`src/rtl/wrc_pkg.sv`:
```
package wrc_pkg;

    typedef enum logic [1:0] {
        ST_START = 2'd0,
        ST_RUN   = 2'd1,
        ST_HALT  = 2'd2
    } seq_state_e;

    typedef enum logic [1:0] {
        RK_NONE = 2'd0,
        RK_COLD = 2'd1,
        RK_WARM = 2'd2
    } rst_kind_e;

    typedef struct packed {
        logic to;
        logic pd;
    } flags_t;

    localparam flags_t FLAGS_CLEAR = '{to: 1'b0, pd: 1'b0};

    function automatic logic kind_is(rst_kind_e k, rst_kind_e want);
        return k == want;
    endfunction

endpackage

```
`src/rtl/wrc_pin_sync.sv`:
```
module wrc_pin_sync #(
    parameter int STAGES = 2
) (
    input  logic clk,
    input  logic rst,
    input  logic pin_n_i,
    output logic fall_o
);
    logic [STAGES-1:0] chain;
    logic              prev;

    generate
        if (STAGES == 1) begin : g_single
            always_ff @(posedge clk) begin
                if (rst) chain <= '1;
                else     chain <= pin_n_i;
            end
        end else begin : g_multi
            always_ff @(posedge clk) begin
                if (rst) chain <= '1;
                else     chain <= {chain[STAGES-2:0], pin_n_i};
            end
        end
    endgenerate

    always_ff @(posedge clk) begin
        if (rst) prev <= 1'b1;
        else     prev <= chain[STAGES-1];
    end

    assign fall_o = prev & ~chain[STAGES-1];
endmodule

```
`src/rtl/wrc_sst_timer.sv`:
```
module wrc_sst_timer #(
    parameter int CNT_W = 10
) (
    input  logic clk,
    input  logic rst,
    input  logic run_i,
    output logic done_o
);
    logic [CNT_W-1:0] cnt;
    logic [CNT_W:0]   sum;

    assign sum = {1'b0, cnt} + (CNT_W+1)'(1);

    always_ff @(posedge clk) begin
        if (rst || !run_i) cnt <= '0;
        else               cnt <= sum[CNT_W-1:0];
    end

    assign done_o = run_i & sum[CNT_W];
endmodule

```
`src/rtl/wrc_fsm.sv`:
```
module wrc_fsm
    import wrc_pkg::*;
(
    input  logic       clk,
    input  logic       rst,
    input  logic       ext_fall_i,
    input  logic       wdt_i,
    input  logic       halt_i,
    input  logic       wake_i,
    input  logic       clr_i,
    input  logic       sst_done_i,
    output seq_state_e st_o,
    output logic       cold_o,
    output logic       warm_o,
    output logic       run_en_o,
    output flags_t     flags_o
);
    seq_state_e st_q, st_n;
    rst_kind_e  kind_q, kind_n;
    flags_t     fl_q, fl_n;
    logic       cold_n, warm_n;

    always_comb begin
        st_n   = st_q;
        kind_n = kind_q;
        fl_n   = fl_q;
        cold_n = 1'b0;
        warm_n = 1'b0;
        unique case (st_q)
            ST_RUN: begin
                if (ext_fall_i) begin
                    cold_n = 1'b1;
                end else if (wdt_i) begin
                    cold_n  = 1'b1;
                    fl_n.to = 1'b1;
                end else if (halt_i) begin
                    fl_n.pd = 1'b1;
                    st_n    = ST_HALT;
                end else if (clr_i) begin
                    fl_n = FLAGS_CLEAR;
                end
            end
            ST_HALT: begin
                if (ext_fall_i) begin
                    fl_n   = '{to: 1'b0, pd: 1'b1};
                    kind_n = RK_COLD;
                    st_n   = ST_START;
                end else if (wdt_i) begin
                    fl_n   = '{to: 1'b1, pd: 1'b1};
                    kind_n = RK_WARM;
                    st_n   = ST_START;
                end else if (wake_i) begin
                    kind_n = RK_NONE;
                    st_n   = ST_START;
                end
            end
            default: begin
                if (sst_done_i) begin
                    cold_n = kind_is(kind_q, RK_COLD);
                    warm_n = kind_is(kind_q, RK_WARM);
                    st_n   = ST_RUN;
                end
            end
        endcase
    end

    always_ff @(posedge clk) begin
        if (rst) begin
            st_q     <= ST_START;
            kind_q   <= RK_COLD;
            fl_q     <= FLAGS_CLEAR;
            cold_o   <= 1'b0;
            warm_o   <= 1'b0;
            run_en_o <= 1'b0;
        end else begin
            st_q     <= st_n;
            kind_q   <= kind_n;
            fl_q     <= fl_n;
            cold_o   <= cold_n;
            warm_o   <= warm_n;
            run_en_o <= (st_q == ST_RUN);
        end
    end

    assign st_o    = st_q;
    assign flags_o = fl_q;
endmodule

```
`src/rtl/wake_reset_ctrl.sv`:
```
module wake_reset_ctrl
    import wrc_pkg::*;
#(
    parameter int SST_W       = 10,
    parameter int SYNC_STAGES = 2
) (
    input  logic clk,
    input  logic por_i,
    input  logic ext_rst_n_i,
    input  logic wdt_tmo_i,
    input  logic halt_i,
    input  logic wake_req_i,
    input  logic wdt_clr_i,
    output logic cold_rst_o,
    output logic warm_rst_o,
    output logic run_en_o,
    output logic to_flag_o,
    output logic pd_flag_o
);
    seq_state_e st;
    flags_t     flags;
    logic       ext_fall;
    logic       sst_done;

    wrc_pin_sync #(.STAGES(SYNC_STAGES)) u_sync (
        .clk     (clk),
        .rst     (por_i),
        .pin_n_i (ext_rst_n_i),
        .fall_o  (ext_fall)
    );

    wrc_sst_timer #(.CNT_W(SST_W)) u_sst (
        .clk    (clk),
        .rst    (por_i),
        .run_i  (st == ST_START),
        .done_o (sst_done)
    );

    wrc_fsm u_fsm (
        .clk        (clk),
        .rst        (por_i),
        .ext_fall_i (ext_fall),
        .wdt_i      (wdt_tmo_i),
        .halt_i     (halt_i),
        .wake_i     (wake_req_i),
        .clr_i      (wdt_clr_i),
        .sst_done_i (sst_done),
        .st_o       (st),
        .cold_o     (cold_rst_o),
        .warm_o     (warm_rst_o),
        .run_en_o   (run_en_o),
        .flags_o    (flags)
    );

    assign to_flag_o = flags.to;
    assign pd_flag_o = flags.pd;
endmodule

```
`config.mk`:
```
export PLATFORM = sky130hd
export DESIGN_NAME = wake_reset_ctrl
export DESIGN_NICKNAME = d
export VERILOG_FILES = /design/src/rtl/wrc_pkg.sv /design/src/rtl/wrc_pin_sync.sv /design/src/rtl/wrc_sst_timer.sv /design/src/rtl/wrc_fsm.sv /design/src/rtl/wake_reset_ctrl.sv
export SDC_FILE = /design/constraint.sdc
export NUM_CORES = 1
export LEC_CHECK = 0
export BUFFER_PORTS_ARGS = -buffer_cell sky130_fd_sc_hd__clkbuf_2
export CAP_MARGIN = 20
export CORE_MARGIN = 4
export CORE_UTILIZATION = 50
export CTS_CLUSTER_DIAMETER = 120
export CTS_CLUSTER_SIZE = 20
export DETAILED_ROUTE_END_ITERATION = 8
export PLACE_DENSITY_LB_ADDON = 0.08
export SETUP_SLACK_MARGIN = 0.5
export SLEW_MARGIN = 20
export SYNTH_ARGS = -nofsm -noshare
export SYNTH_HDL_FRONTEND = slang
export SYNTH_SLANG_ARGS = --single-unit
export TNS_END_PERCENT = 100
```
`constraint.sdc`:
```
create_clock -name clk -period 2.8 [get_ports clk]
set_clock_uncertainty 0.1 [all_clocks]
set_input_delay 0.28 -clock clk [delete_from_list [all_inputs] [get_ports clk]]
set_output_delay 0.28 -clock clk [all_outputs]
set_load 0.005 [all_outputs]
```
# [Word level (Yosys, flattened, before mapping)]
# Cells that the tools add are included.
[op_classes] mux=23 reduce_logical=11 eq_ne=12 bitwise=4 addsub=1
[op_table] operator="2-bit 2-to-1 mux" count=13
[op_table] operator="5-bit AND reduction" count=3
[op_table] operator="3-bit != test (second input constant)" count=4
[op_table] operator="10-bit by 1-bit adder with 11-bit output (second input constant)" count=1
[op_table] operator="2-bit case mux with 2 select lines" count=2
[op_table] operator="1-bit 2-to-1 mux" count=7
[op_table] operator="2-bit != test (second input constant)" count=3
[op_table] operator="3-bit nonzero test" count=2
[op_table] operator="2-bit by 1-bit equality test with 1-bit output (second input constant)" count=2
[op_table] operator="2-bit equality test (second input constant)" count=2
[op_table] operator="4-bit != test (second input constant)" count=1
[op_table] operator="4-bit OR reduction" count=1
[op_table] operator="1-bit AND" count=2
[op_table] operator="2-bit zero test" count=1
[op_table] operator="1-bit inverter" count=2
[op_table] operator="1-bit case mux with 2 select lines" count=1
[op_table] operator="2-bit AND reduction" count=1
[op_table] operator="2-bit nonzero test" count=1
[op_table] operator="1-bit zero test" count=1
[op_table] operator="1-bit logical OR" count=1
[word_totals] inputBits=7 register_bits=22

# [Depth between registers and ports, before layout]
# Gate-level depths: netlist of run 1.
[logic_depth] depth_word=5 mapped_depth=7

# [Hierarchy]
# Synthesis of run 1 repeated with hierarchy kept, for this count alone.
[hier_totals] hier_cells=115 hier_area_um2=1018.5
[modules_own_cells] module="wrc_fsm" n_inst=1 area_each_um2=503.0 seq_area_each_um2=180.2 cells_each=59
[modules_own_cells] module="wrc_sst_timer" n_inst=1 area_each_um2=426.7 seq_area_each_um2=200.2 cells_each=48
[modules_own_cells] module="wrc_pin_sync" n_inst=1 area_each_um2=85.1 seq_area_each_um2=60.1 cells_each=7
[modules_own_cells] module="wake_reset_ctrl" n_inst=1 area_each_um2=3.8 seq_area_each_um2=0.0 cells_each=1

# [Worst setup path after synthesis of run 1]
# Ideal clock, no wire load.
[synth_path] path_kind="register -> register" from="register u_sst.cnt[0]" to="register u_fsm.cold_o" synth_period_minus_slack_ps=1920 arrival_ps=1750 path_stages_with_launch=6 t_required_ps=2630 setup_slack_ps=880 path_cell_list="dfxtp_1 > ha_1 > nand3_2 > or4_4 > or4b_1 > a21oi_1"
[synth_via] elab_chain_cells=4
[synth_rtl] element="from (decl)" line="wrc_sst_timer.sv:9" text="logic [CNT_W-1:0] cnt;"
[synth_rtl] element="from (signal assigned)" line="wrc_sst_timer.sv:16" text="else cnt <= sum[CNT_W-1:0];"
[synth_rtl] element="10-bit by 1-bit adder with 11-bit output" line="wrc_sst_timer.sv:12" text="assign sum = {1'b0, cnt} + (CNT_W+1)'(1);"
[synth_rtl] element="1-bit AND" line="wrc_sst_timer.sv:19" text="assign done_o = run_i & sum[CNT_W];"
[synth_rtl] element="1-bit 2-to-1 mux" line="wrc_fsm.sv:58" text="if (sst_done_i) begin"
[synth_rtl] element="1-bit case mux with 2 select lines" line="wrc_fsm.sv:29" text="unique case (st_q)"
[synth_rtl] element="to (signal assigned)" line="wrc_fsm.sv:79" text="cold_o <= cold_n;"
[synth_rtl] element="to (decl)" line="wrc_fsm.sv:13" text="output logic cold_o,"
# Every way passes these cells.
# A chain may end at the register's enable or synchronous reset.

# [Worst setup path in the final report of run 1]
# Same ends and word-level chain as after synthesis.

==> results of run 1 <==
==> through the flow <==
step           instances  utilization, %  hold slack [ns]  power (mW)
2_1_floorplan        106               -            0.259       0.345
3_3_place_gp         137            58.3            0.298       0.352
3_5_place_dp         137            58.3            0.296       0.353
4_1_cts              141            60.4           0.0454       0.523
5_1_grt              141            60.4           0.0448       0.542
6_report             141            60.4           0.0560       0.515
==> cells by family after synthesis <==
group	share of synthesized area, %
xor gates and xnor gates	5.41
and+or+nand+nor	23.8
DFF	45.3
muxes	1.16
adders and majority gates	5.15
AOI/OAI and AO/OA	14.9
buffers and inverters	4.25
==> power breakdown <==
group          total (mW)  internal (mW)  switching [mW]
sequential          0.323          0.318         0.00409
combinational      0.0234        0.00981          0.0136
clock               0.169         0.0792          0.0899
==> area by class of cell <==
| class | count | area, um2 | share of cell area [%] |
|---|---|---|---|
| clock buffer | 4 | 36.3 | 3.37 |
| tap | 25 | 31.3 | 2.91 |
| inverter | 6 | 22.5 | 2.09 |
| timing repair buffer | 11 | 55.1 | 5.12 |
| sequential | 22 | 440 | 40.9 |
| multi-input combinational | 73 | 490 | 45.6 |
==> path summary, 6_finish.rpt <==
path,to,cells after the start,slack [ns]
setup / recovery,u_fsm.cold_o,5,0.77
hold / removal,u_sync.chain[0],2,0.06
setup reg to reg,u_fsm.cold_o,5,0.77
hold reg to reg,u_sync.chain[1],1,0.32
==> Yosys cell counts (2+ instances only) <==
master     n  area share (%)
nor3_1     2             1.0
xnor2_1    4             3.6
nor2b_1    2             1.3
nand2_1    2            0.77
a21oi_1    4             2.1
ha_1       4             5.1
or2_2      3             1.9
clkbuf_1   5             1.9
nor4_1     3             1.9
o21ai_0    5             2.6
nand3_1    5             2.6
o211ai_1   5             3.9
xor2_1     2             1.8
a21o_1     2             1.5
or4b_1     2             2.1
inv_1      6             2.3
nand2b_1   3             1.9
a31oi_1    2             1.3
dfxtp_1   22              45
nor2_1    10             3.9
==> cells in the final DEF (no fill, tap or decap), drive strengths merged <==
cell / Yosys / final
xnor2: 4 / 4
dfxtp: 22 / 22
a311oi: 1 / 1
xor2: 2 / 2
nor3: 2 / 2
and2: 1 / 1
nor2b: 2 / 2
or3: 1 / 1
o21ai: 5 / 5
o211ai: 5 / 5
or4b: 2 / 2
clkbuf: 5 / 15
inv: 6 / 6
nor4: 3 / 3
nor2: 10 / 10
a21oi: 4 / 4
nand3: 6 / 6
mux2: 1 / 1
or4: 1 / 1
a32oi: 1 / 1
a21o: 2 / 2
a221o: 1 / 1
nand4: 1 / 1
o31ai: 1 / 1
ha: 4 / 4
and3: 1 / 1
nor3b: 1 / 1
nand2: 3 / 3
or2: 3 / 3
a31oi: 2 / 2
nand2b: 3 / 3
==> sequential cells by signal, indices dropped and copies added (netlist names) <==
name and cells:
u_fsm.flags_o 2, u_sync.chain 2, u_fsm.warm_o 1, u_fsm.cold_o 1, u_sst.cnt 10, u_sync.prev 1, u_fsm.kind_q 2, u_fsm.st_o 2
u_fsm.run_en_o 1
==> per-layer routing <==
| layer | vias up | global-route usage [%] | part of all wire, % |
|---|---|---|---|
| met5 | - | 0 | 0 |
| met2 | 8 | 21.3 | 41 |
| met4 | 0 | 6.55 | 1.2 |
| li1 | 394 | - | - |
| met3 | 2 | 2.58 | 3.1 |
| met1 | 333 | 18.3 | 55 |
==> critical path, stage by stage, from the launching register on <==
cell and delay [ns]:
dfxtp_1 0.39, ha_1 0.23, nand3_2 0.12, or4_4 0.53, or4b_1 0.47, a21oi_1 0.14
==> flow_summary.ini, run 1 <==
[setup_path]
worstSetupPathType = flip-flop to flip-flop
cp.required_ns = 2.94
cp-start-kind = flip-flop
crit_fanout = 5
r2r-start = u_sst.cnt[0]
worstSetupEndpointType = flip-flop
startpoint = u_sst.cnt[0]
cp_data_arrival_time_ns = 2.17

[place]
place_area_um2 = 1040
preCtsSetupSlack_ns = 0.785
portBuffers = 11
gp_congestion = 0.761
hpwl_mm = 1.13

[route]
drt_iter0_markers = 13
wl_per_cell_um = 11.2
vias = 737
via_per_inst = 5.23
drt_wl_total_mm = 1.57
firstDrtPassIters = 4
drc = 0
ant_nets = 0

[clock_network]
cts_sinks = 22
clkLatencyLatePin_ns = 0.29
clock_path_buffers = 2
htree_levels = 1
cts.clk_slew.worst_paths_ns = 0.12
post-cts-setup-buffer-count = 0
cts_made_buffers = 3
ctsHoldBuffers = 0
clockRootBuffer = clkbuf_4
ctsResizeCount = 0
cts_tree = done

[synth]
synth_cell_type_count = 33
ys_async_sr_fraction_pct = 0
avgSynthCellArea_um2 = 9.17
yosysSeqAreaShare_pct = 45.3
synth_edf_count = 0
netlist_instances = 106
synth_ff_type = dfxtp_1
ys_warn_count = 0
ys_ff_latch = 22
syn_area_um2 = 972
syn_nets = 117

[sta]
layout_min_cycle_time_ns = 2.03
finalSetupViolCount = 0
hold_violations = 0
finalCritPeriodShare_pct = 72.6
tns_ns = 0
drv_slew = 0
slew_headroom_pct = 69.0
fmax_mhz = 492
finalWorstSetupSlack_ns = 0.766
rsz0062_at_grt = false
worst_pin_slew_ns = 0.464

[layout]
syn2layout_area_growth_pct = 10.7
nFillCells = 155
finalNetCount = 128
design_area_um2 = 1080
drive_above_1_share_pct = 19.8
antennaDiodeCount = 0

[global_route]
grt_pass1_vias = 670
grt_max_degree = 14
grt-ovfl-total = 0
antenna_found_initial = 0
grt_pass1_wl_mm = 2.79
track_usage_pct = 13.8

[hold_path]
hold_class = primary input to flip-flop
hp-start = ext_rst_n_i

[floorplan]
num_rows = 15
die_h_um = 52.1
core-area_um2 = 1780
initial_utilization_pct = 54.5
die_width_um = 52.1
design.portCount = 12
dieArea_um2 = 2710

[outcome]
status = finished clean

[power]
ir_drop_uv = 371
leakagePower_nw = 0.382
p_per_area_nw_per_um2 = 479

[job]
cap_violations = 0
Note: power is estimated with default switching activity, not from simulation.
==> run 2: changes to the inputs <==
CORE_UTILIZATION = 49   (was 50)
clock period = 1.7 ns   (was 2.8 ns; I/O delays follow)
==> run 2 against run 1 <==
Against the previous run:
- sequential cell count did not move
- the flow now finishes with violations (setup timing)
- utilization rose by 26 points
- sequential power rose by 65%
- critical endpoint unchanged
==> flow_summary.ini, run 2 (synthesized netlist as in run 1, its figures left out) <==
[outcome]
status = complete, but fails checks
violations = setup timing

[layout]
finalNetCount = 159
final_util_pct = 86.5
antennaDiodeCount = 0
nFillCells = 90
final_cell_mix = buf_4 (18), clkbuf_2 (11), buf_6 (11), dfxtp_1 (11)
design_area_um2 = 1560
final_cells = 172
drive_above_1_share_pct = 59.9
syn2layout_area_growth_pct = 60.4
largest_register_ffs = 10
final_common_cell = buf_4
top_register = u_sst.cnt

[sta]
fmax_mhz = 532
fin_hold_ws_ns = 0.0448
finalWorstSetupSlack_ns = -0.179
slew_headroom_pct = 68.5
hold_violations = 0
tns_ns = -0.347
drv_slew = 0
finalSetupViolCount = 3
layout_min_cycle_time_ns = 1.88
worst_pin_slew_ns = 0.469
finalCritPeriodShare_pct = 111
rsz0062_at_grt = true

[global_route]
grt-ovfl-total = 0
grt_pass1_vias = 893
antenna_found_initial = 0
grt_pass1_wl_mm = 3.95
track_usage_pct = 20.1
grt_max_degree = 14

[setup_path]
crit_family = simple AND/OR/NAND/NOR gates
rr_endpoint = u_fsm.cold_o
r2r-start = u_sst.cnt[1]
cp.required_ns = 1.86
rr_worst_depth = 5
critical_path_buf_inv_count = 0
crit_path_cell_trace = ha_4, nand3_4, or4_4, or4b_1, a21oi_1
r2r_slack_ns = -0.18
cp-start-kind = flip-flop
cpPeakStageDelay_ns = 0.52
worstSetupEndpointType = flip-flop
critPathSlowestCell = or4_4
worstSetupPathType = flip-flop to flip-flop
crit_fanout = 2
cp_data_arrival_time_ns = 2.04

[place]
portBuffers = 11
preCtsSetupSlack_ns = -0.109
hpwl_mm = 1.46
dp_cells = 159
gp_congestion = 0.764
place_area_um2 = 1260

[route]
drt_wl_total_mm = 2.42
wl_per_cell_um = 14.1
via_per_inst = 5.47
ant_nets = 0
firstDrtPassIters = 4
drt_iter0_markers = 7
vias = 940
drc = 0

[power]
ir_drop_uv = 650
p_per_area_nw_per_um2 = 576
totalPowerFinal_mw = 0.899
leakagePower_nw = 0.617

[clock_network]
cts.clk_slew.worst_paths_ns = 0.12
clockRootBuffer = clkbuf_4
clock_path_buffers = 2
htree_levels = 1
cts_made_buffers = 3
cts_tree = done
clkLatencyLatePin_ns = 0.31
cts_sinks = 22

[floorplan]
design.portCount = 12
die_width_um = 52.5
num_rows = 15
die_h_um = 52.5
initial_utilization_pct = 54.0
dieArea_um2 = 2760
core-area_um2 = 1800

[job]
cap_violations = 0

[hold_path]
hp-start = halt_i
hold_class = primary input to flip-flop
holdPathEnd = u_fsm.flags_o[0]
whs_path_depth = 3
==> run 2: changes by cell type in the layout (fill, tap and decap cells not counted), sizes merged <==
cell,change
buf,+30
dlygate4sd3,+1
==> run 2: tightest hold or removal path, delay by kind of cell <==
kind	cells	cell delay (ns)
buf+inv	1	0.11
simple gates	1	0.07
compound gates	1	0.06
==> run 2: worst max-delay path by stage <==
| stage | start | to | slack, ns | cells after the start |
|---|---|---|---|---|
| floorplan | u_sst.cnt[1] | u_fsm.cold_o | -0.11 | 5 |
| global placement | u_sst.cnt[1] | u_fsm.cold_o | -0.09 | 5 |
| detailed placement | u_sst.cnt[1] | u_fsm.cold_o | -0.11 | 5 |
| CTS | u_sst.cnt[1] | u_fsm.cold_o | -0.13 | 5 |
| global route | u_sst.cnt[1] | u_fsm.cold_o | -0.24 | 5 |
| finish | u_sst.cnt[1] | u_fsm.cold_o | -0.18 | 5 |
==> run 2: power by group <==
group	switching [mW]	internal, mW	leakage, nW	total (mW)
registers	0.00784	0.525	0.184	0.533
clock network	0.159	0.131	0.0210	0.290
logic	0.0368	0.0387	0.412	0.0755
total	0.204	0.695	0.617	0.899
==> run 2: repair_timing <==
action,CTS,global route
gates resized for setup,28,18
hold endpoints to repair,1,0
pin swaps,12,12
hold buffers,1,0
setup buffers,5,3
setup endpoints to repair,17,19
==> run 2: layer usage <==
metal  track usage (%)  routed length, um  part of all wire (%)
met4              11.5                 82                   3.4
met1              22.8               1030                    43
met3              4.27                 72                   3.0
met5                 0                  0                     0
met2              34.3               1230                    51
==> run 2: area by class of cell <==
cell class              count  area (um2)  share of cell area (%)
multi-input cells          73         673                    43.2
flip-flops and latches     22         457                    29.3
repair buffers             42         339                    21.7
clock buffers               4        36.3                    2.33
well taps                  25        31.3                    2.01
inverters                   6        22.5                    1.44
==> run 3: changes to the inputs <==
CORE_MARGIN = unset   (was 4)
RECOVER_POWER = 100   (was unset)
==> run 3 against run 2 <==
Against the previous run:
- the run still ends with setup timing left
- sequential cell count unchanged
- non-clock buffer count up 5
- via count up 9.9%
- die area down 22%
- setup slack worse by 0.058 ns
- clock power down 14%
- sequential share of layout area down 0.78 points
- sequential power about the same
- cell count up 2.3%
- global-route usage up 3.8 points
- first-iteration DRC count rose to 4.6 times the previous value
- critical path type unchanged
- highest routed layer unchanged
==> flow_summary.ini, run 3 (synthesized netlist as in run 1, its figures left out) <==
[outcome]
status = complete, but fails checks
violations = setup timing

[clock_network]
clock_path_buffers = 2
cts_tree = done
clkLatencyLatePin_ns = 0.31
cts_sinks = 22
htree_levels = 1
cts_made_buffers = 3
clockRootBuffer = clkbuf_4
cts.clk_slew.worst_paths_ns = 0.13

[layout]
antennaDiodeCount = 0
final_common_cell = buf_4
finalNetCount = 164
syn2layout_area_growth_pct = 63.8
top_register = u_sst.cnt
nFillCells = 88
final_cell_mix = buf_4 (24), dfxtp_1 (11), dfxtp_2 (11), nor2_1 (10), buf_6 (10)
largest_register_ffs = 10
final_cells = 176
drive_above_1_share_pct = 61.6

[floorplan]
die_width_um = 46.5
initial_utilization_pct = 54.0
num_rows = 15
die_h_um = 46.5
design.portCount = 12
core-area_um2 = 1800
dieArea_um2 = 2170

[place]
portBuffers = 11
dp_cells = 159
hpwl_mm = 1.43
gp_congestion = 0.754
preCtsSetupSlack_ns = -0.126

[global_route]
grt_pass1_vias = 814
grt_pass1_wl_mm = 3.60
grt-ovfl-total = 0
track_usage_pct = 23.9
grt_max_degree = 14
antenna_found_initial = 0

[sta]
worst_pin_slew_ns = 0.704
hold_violations = 0
finalCritPeriodShare_pct = 114
layout_min_cycle_time_ns = 1.94
finalSetupViolCount = 3
fmax_mhz = 516
finalWorstSetupSlack_ns = -0.237
tns_ns = -0.626
slew_headroom_pct = 52.7
drv_slew = 0
rsz0062_at_grt = true

[route]
vias = 1033
via_per_inst = 5.87
wl_per_cell_um = 20.5
drt_iter0_markers = 32
firstDrtPassIters = 4
ant_nets = 0
drc = 0
drt_wl_total_mm = 3.60

[job]
cap_violations = 0

[setup_path]
worstSetupPathType = flip-flop to flip-flop
crit_path_cell_trace = inv_1, ha_2, nand2_1, or4_4, or4b_4, a21oi_2
cp.required_ns = 1.85
cpPeakStageDelay_ns = 0.50
cp_data_arrival_time_ns = 2.09
crit_fanout = 2
cp-start-kind = flip-flop
critPathSlowestCell = or4b_4
worstSetupEndpointType = flip-flop

[hold_path]
hold_class = primary input to flip-flop

[power]
p_per_area_nw_per_um2 = 550
ir_drop_uv = 614
leakagePower_nw = 0.625
==> run 3: cell count changes in the layout (fill, tap and decap cells not counted), sizes merged <==
cell    delta
clkbuf     -1
buf        +5
==> run 3: path summary, 6_finish.rpt <==
path              startpoint          endpoint  slack, ns  cells after the start
max            u_fsm.st_o[1]      u_fsm.cold_o      -0.24                      6
min                   halt_i  u_fsm.flags_o[0]       0.05                      3
max reg2reg    u_fsm.st_o[1]      u_fsm.cold_o      -0.24                      6
min reg2reg  u_sync.chain[0]   u_sync.chain[1]       0.34                      1
==> run 3: through the flow <==
stage | instance area, um2 | power (mW) | hold WS, ns | utilization, %
3_5_place_dp | 1260 | 0.608 | 0.257 | 70.2
5_1_grt | 1590 | 0.897 | 0.0396 | 88.4
6_report | 1590 | 0.877 | 0.0465 | 88.4
3_3_place_gp | 1260 | 0.604 | 0.255 | 70.2
4_1_cts | 1450 | 0.846 | 0.0591 | 80.4
2_1_floorplan | 1040 | 0.579 | 0.149 | -
==> run 3: layout make-up <==
class	count	area [um2]	area share, %
Inverter	6	22.5	1.41
Sequential cell	22	454	28.5
Tap cell	25	31.3	1.96
Clock buffer	3	22.5	1.41
Timing Repair Buffer	47	369	23.2
Multi-Input combinational cell	73	693	43.5
==> run 3: layer usage <==
layer | global-route usage, % | part of all wire, %
met5 | 0 | 0
met4 | 8.24 | 4.8
met3 | 4.31 | 3.5
met2 | 40.3 | 51
met1 | 30.1 | 41
==> run 3: timing repair <==
item | in CTS | in global routing
gates resized for setup | 30 | 18
hold buffers | 1 | 0
hold endpoints to repair | 1 | 0
endpoints found under the setup margin | 13 | 19
buffers inserted | 5 | 8
pin swaps | 13 | 13
==> run 3: worst max-delay path: cells and delay by family, from the launching register on <==
kind                     cells  cell delay [ns]
AO/OA/AOI/OAI                1             0.14
adder cells (fa/ha/maj)      1             0.18
buffers and inverters        1             0.08
flip-flops                   1             0.34
AND/OR/NAND/NOR              3             1.04
==> run 3: where the power goes <==
group          total (mW)  leakage (nW)  internal (mW)  switching (mW)
registers           0.535         0.184          0.526         0.00960
clock network       0.249        0.0138         0.0830           0.166
logic              0.0925         0.428         0.0457          0.0467
total               0.877         0.625          0.655           0.222
